`config.mk`:
```
export PLATFORM = sky130hd
export DESIGN_NAME = range_flag_alu
export DESIGN_NICKNAME = d
export VERILOG_FILES = /design/src/rtl/rfalu_pkg.sv /design/src/rtl/rfalu_ctrl.sv /design/src/rtl/rfalu_datapath.sv /design/src/rtl/range_flag_alu.sv
export SDC_FILE = /design/constraint.sdc
export NUM_CORES = 1
export LEC_CHECK = 0
export CORE_MARGIN = 3
export CORE_UTILIZATION = 50
export CTS_CLUSTER_SIZE = 30
export DETAILED_ROUTE_END_ITERATION = 16
export PLACE_DENSITY = 0.9
export SETUP_SLACK_MARGIN = 0.5
export SLEW_MARGIN = 20
export SYNTH_ARGS = -nofsm -noshare
export SYNTH_HDL_FRONTEND = slang
export SYNTH_HIERARCHICAL = 1
export SYNTH_SLANG_ARGS = --single-unit
```
`constraint.sdc`:
```
create_clock -name clk -period 14.5 [get_ports clk]
set_clock_uncertainty 0.15 [all_clocks]
set_input_delay 2.175 -clock clk [delete_from_list [all_inputs] [get_ports clk]]
set_output_delay 2.175 -clock clk [all_outputs]
set_load 0.05 [all_outputs]
```
`src/rtl/rfalu_pkg.sv`:
```
package rfalu_pkg;
  localparam int OPC_W = 5;

  localparam logic [OPC_W-1:0] OPC_ADD   = 5'h00;
  localparam logic [OPC_W-1:0] OPC_SUB   = 5'h01;
  localparam logic [2:0]       OPC_MODE_HI  = 3'b110;  // 0x18..0x1B
  localparam logic [2:0]       OPC_CONST_HI = 3'b111;  // 0x1C..0x1F

  typedef enum logic [1:0] {
    MODE_OVF   = 2'd0,
    MODE_NEAR2 = 2'd1,
    MODE_NEAR4 = 2'd2,
    MODE_ZERO  = 2'd3
  } flagMode_e;

  typedef enum logic [1:0] {
    CONST_ONE  = 2'd0,
    CONST_BYTE = 2'd1,
    CONST_NIB  = 2'd2,
    CONST_ALT  = 2'd3
  } constSel_e;

  typedef struct packed {
    logic      doArith;
    logic      doSub;
    logic      selConst;
    constSel_e constSel;
    logic      loadMode;
    flagMode_e evalMode;
  } aluStrobes_t;
endpackage

```
`src/rtl/rfalu_ctrl.sv`:
```
module rfalu_ctrl
  import rfalu_pkg::*;
(
  input  logic             clk,
  input  logic             rst,
  input  logic [OPC_W-1:0] opCode,
  output aluStrobes_t      strb
);
  flagMode_e modeQ;
  flagMode_e opMode;
  logic      isMode;

  assign isMode = (opCode[4:2] == OPC_MODE_HI);
  assign opMode = flagMode_e'(opCode[1:0]);

  always_comb begin
    strb          = '0;
    strb.doArith  = (opCode == OPC_ADD) || (opCode == OPC_SUB);
    strb.doSub    = (opCode == OPC_SUB);
    strb.selConst = (opCode[4:2] == OPC_CONST_HI);
    strb.constSel = constSel_e'(opCode[1:0]);
    strb.loadMode = isMode;
    strb.evalMode = isMode ? opMode : modeQ;
  end

  always_ff @(posedge clk) begin
    if (rst)         modeQ <= MODE_OVF;
    else if (isMode) modeQ <= opMode;
  end


  mode_hold_chk: assert property (@(posedge clk) disable iff (rst)
    !isMode |=> $stable(modeQ));


  mode_reset_chk: assert property (@(posedge clk)
    $past(rst) |-> modeQ == MODE_OVF);
endmodule

```
`src/rtl/rfalu_datapath.sv`:
```
module rfalu_datapath
  import rfalu_pkg::*;
#(
  parameter int WIDTH = 16
) (
  input  logic             clk,
  input  logic             rst,
  input  logic [WIDTH-1:0] opA,
  input  logic [WIDTH-1:0] opB,
  input  aluStrobes_t      strb,
  output logic [WIDTH-1:0] resultQ,
  output logic             flagQ
);
  localparam int MSB = WIDTH - 1;
  localparam logic [WIDTH-1:0] K_ONE  = WIDTH'(1);
  localparam logic [WIDTH-1:0] K_BYTE = WIDTH'(8'hFF);
  localparam logic [WIDTH-1:0] K_NIB  = WIDTH'(4'hF);

  logic [WIDTH-1:0] altWord;
  logic [WIDTH-1:0] bEff;
  logic [WIDTH:0]   sumFull;
  logic [MSB:0]     lowSum;
  logic             carryIn, carryOut, ovf;
  logic [WIDTH-1:0] nextResult;
  logic             nextFlag;

  generate
    for (genvar i = 0; i < WIDTH; i++) begin : g_alt
      assign altWord[i] = (i % 2 == 0);
    end
  endgenerate

  assign bEff     = strb.doSub ? ~opB : opB;
  assign sumFull  = {1'b0, opA} + {1'b0, bEff} + {{WIDTH{1'b0}}, strb.doSub};
  assign lowSum   = {1'b0, opA[MSB-1:0]} + {1'b0, bEff[MSB-1:0]} + {{MSB{1'b0}}, strb.doSub};
  assign carryIn  = lowSum[MSB];
  assign carryOut = sumFull[WIDTH];
  assign ovf      = strb.doArith & (carryIn ^ carryOut);

  always_comb begin
    if (strb.doArith) nextResult = sumFull[WIDTH-1:0];
    else if (strb.selConst) begin
      unique case (strb.constSel)
        CONST_ONE:  nextResult = K_ONE;
        CONST_BYTE: nextResult = K_BYTE;
        CONST_NIB:  nextResult = K_NIB;
        default:    nextResult = altWord;
      endcase
    end else nextResult = '0;
  end

  always_comb begin
    unique case (strb.evalMode)
      MODE_OVF:   nextFlag = ovf;
      MODE_NEAR2: nextFlag = ovf | (nextResult[MSB] ^ nextResult[MSB-1]);
      MODE_NEAR4: nextFlag = ovf | (nextResult[MSB] ^ nextResult[MSB-1])
                                 | (nextResult[MSB-1] ^ nextResult[MSB-2]);
      default:    nextFlag = (nextResult == '0);
    endcase
  end

  always_ff @(posedge clk) begin
    if (rst) begin
      resultQ <= '0;
      flagQ   <= 1'b0;
    end else begin
      resultQ <= nextResult;
      flagQ   <= nextFlag;
    end
  end


  ctrl_zero_chk: assert property (@(posedge clk) disable iff (rst)
    strb.loadMode |=> resultQ == '0);


  zero_prog_chk: assert property (@(posedge clk) disable iff (rst)
    (strb.loadMode && strb.evalMode == MODE_ZERO) |=> flagQ);


  add_result_chk: assert property (@(posedge clk) disable iff (rst)
    (strb.doArith && !strb.doSub) |=> resultQ == $past(opA) + $past(opB));


  ovf_sign_chk: assert property (@(posedge clk) disable iff (rst)
    (strb.doArith && !strb.doSub && strb.evalMode == MODE_OVF && opA[MSB] == opB[MSB])
      |=> flagQ == (resultQ[MSB] != $past(opA[MSB])));


  const_nonzero_chk: assert property (@(posedge clk) disable iff (rst)
    strb.selConst |=> resultQ != '0);
endmodule

```
`src/rtl/range_flag_alu.sv`:
```
module range_flag_alu
  import rfalu_pkg::*;
(
  input  logic        clk,
  input  logic        rst,
  input  logic [15:0] opA,
  input  logic [15:0] opB,
  input  logic [4:0]  opCode,
  output logic [15:0] result,
  output logic        rangeFlag
);
  aluStrobes_t strb;

  rfalu_ctrl u_ctrl (
    .clk    (clk),
    .rst    (rst),
    .opCode (opCode),
    .strb   (strb)
  );

  rfalu_datapath #(.WIDTH(16)) u_dp (
    .clk     (clk),
    .rst     (rst),
    .opA     (opA),
    .opB     (opB),
    .strb    (strb),
    .resultQ (result),
    .flagQ   (rangeFlag)
  );
endmodule

```
==> flow_summary.yaml <==
floorplan:
  core-area_sq_um: 3178
  rows: 20
  pin_count: 56
  dieHeight_microns: 65.02
  die_width_microns: 65.02
  die_area_sq_um: 4228
  initial_core_util_pct: 54.80
sta:
  finalSetupViolCount: 0
  layout_min_cycle_time_ns: 7.408
  drv_slew: 0
  holdWs_ns: 0.3334
  setup_tns_ns: 0
  finalHoldViolCount: 0
  slew_headroom_pct: 41.99
  rsz0062_at_grt: "no"
  worst_pin_slew_ns: 0.8701
  max_freq_ghz: 0.1350
  layout_setup_ws_ns: 7.092
  finalCritPeriodShare_pct: 51.09
drt:
  viasPerCell: 5.360
  drtPass1Iterations: 4
  wire_per_inst_microns: 12.96
  ant_nets: 0
  finalWirelength_microns: 3888
  drc: 0
  first_iter_violations: 50
  dr_total_vias: 1608
pwr:
  p_leak_nw: 0.9722
  powerDensity_nw_per_um2: 62.43
  vdd.ir_drop.worst_uv: 25.76
global_route:
  antenna_found_initial: 0
  grt_pass1_wl_microns: 6630
  grt_max_degree: 25
  grt_pass1_vias: 1577
  grtUsageTotal_pct: 19.11
  gr-total-overflow: 0
placed_design:
  dp_slack_ns: 6.802
  dp_cells: 296
  dp.final_hpwl_microns: 3321
  gp_congestion: 0.9285
  numPortBuffers: 55
logic_synthesis:
  syn_area_sq_um: 1742
  netlist_instances: 205
  synth.avg_cell_area_sq_um: 8.496
  syn-num-nets: 266
  yosys_warnings: 6
setup_path:
  r2r_setup_slack_ns: 12.61
  crit_fanout: 24
  slowest_stage: "and2_1"
  startpoint_type: "input pin"
  critPathBufInv: 2
  crit_family: "compound AO/OA/AOI/OAI gates"
  cp.arrival_ns: 7.46
  max_stage_delay_ns: 0.73
  regToRegEndpoint: "u_dp/flagQ"
  path_class: "input pin to flop"
  endpoint_kind: "flop"
  cp_num_cells: 20
  reg2reg_depth: 7
  critPathCapture: "u_dp/flagQ"
  r2r_start: "u_ctrl/modeQ[0]"
  cp.required_ns: 14.55
  cp_cell_sequence: "clkdlybuf4s50_1, nor4_2, buf_4, and2_1, xor2_1, ha_1, a21o_1, a311o_1, a311o_1, a311oi_2, o31ai_2, xor2_1, nand2_1, ha_1, nand4b_1, a2111oi_0, o211ai_1, nor4bb_1, nand4_1, o211ai_1"
  startpoint: "opCode[2]"
final_layout:
  layout_common_cells: "clkdlybuf4s50_1 (55), ha_1 (21), dfxtp_1 (19), nand2_1 (18), xor2_1 (18)"
  syn2layout_area_growth_pct: 33.84
  n_antenna_cell: 0
  drive_gt1_share_pct: 5.859
  utilization_pct: 73.35
  layout_commonest_cell: "clkdlybuf4s50_1"
  stdcell_count: 300
  fin_nets: 318
clocking:
  cts_tree: "built"
  root_buffer: "clkbuf_4"
  clk_path_buf_depth: 2
  post_cts_resized: 0
  clk_latency_ns: 0.29
  hold_buffers: 0
  cts_num_sinks: 19
  htreeDepth: 1
  cts_setup_buffers: 0
  clk_pin_slew_ns: 0.10
  cts-buffers-inserted: 3
flow_run:
  maxCapViolCount: 0
run_status:
  status: "finished, final reports clean"
hold_path:
  hp-class: "flop to flop"
state kept, by name (all words and copies together), names as in the netlist:
signal        cells
u_dp/flagQ        1
u_dp/resultQ     16
u_ctrl/modeQ      2
per-layer routing:
metal,up-vias,GRT usage [%],wire (microns)
met2,55,36.65,1938
met3,2,2.773,209
li1,839,-,-
met5,-,0,0
met4,0,2.332,3
met1,712,22.86,1736
how the worst min path moves through the flow:
stage / start / endpoint / slack, ns / cells past startpoint
after global routing: u_ctrl/modeQ[1] / u_ctrl/modeQ[1] / 0.36 / 2
after detailed placement: u_ctrl/modeQ[0] / u_ctrl/modeQ[0] / 0.32 / 2
after global placement: u_ctrl/modeQ[1] / u_ctrl/modeQ[1] / 0.31 / 2
final: u_ctrl/modeQ[0] / u_ctrl/modeQ[0] / 0.33 / 2
after CTS: u_ctrl/modeQ[0] / u_ctrl/modeQ[0] / 0.33 / 2
after floorplan: u_ctrl/modeQ[0] / u_ctrl/modeQ[0] / 0.30 / 2
worst reg2reg max path: stages, from the launching register on:
cell	delay, ns
dfxtp_1	0.35
mux2_4	0.18
nand4b_1	0.10
a2111oi_0	0.34
o211ai_1	0.16
nor4bb_1	0.30
nand4_1	0.13
o211ai_1	0.10
report_power, final:
part | total, mW | leakage (nW) | switching [mW] | internal, mW
clock network | 0.0247 | 0.0150 | 0.0141 | 0.0107
logic | 0.0667 | 0.803 | 0.0348 | 0.0319
registers | 0.0541 | 0.154 | 0.000430 | 0.0537
per-stage QoR:
stage	power (mW)	area, sq um
global placement	0.1201	2305
CTS	0.1465	2331
detailed placement	0.1214	2305
global route	0.1555	2331
finish	0.1455	2331
floorplan	0.1000	1742
area by class of cell:
cell class	instances	area, sq um
flip-flops and latches	19	380.4
inverters	6	22.52
repair buffers	56	558.0
multi-input cells	171	1289
fillers	244	847.1
clock buffers	4	26.28
well taps	44	55.05
(Power assumes the default switching activity.)
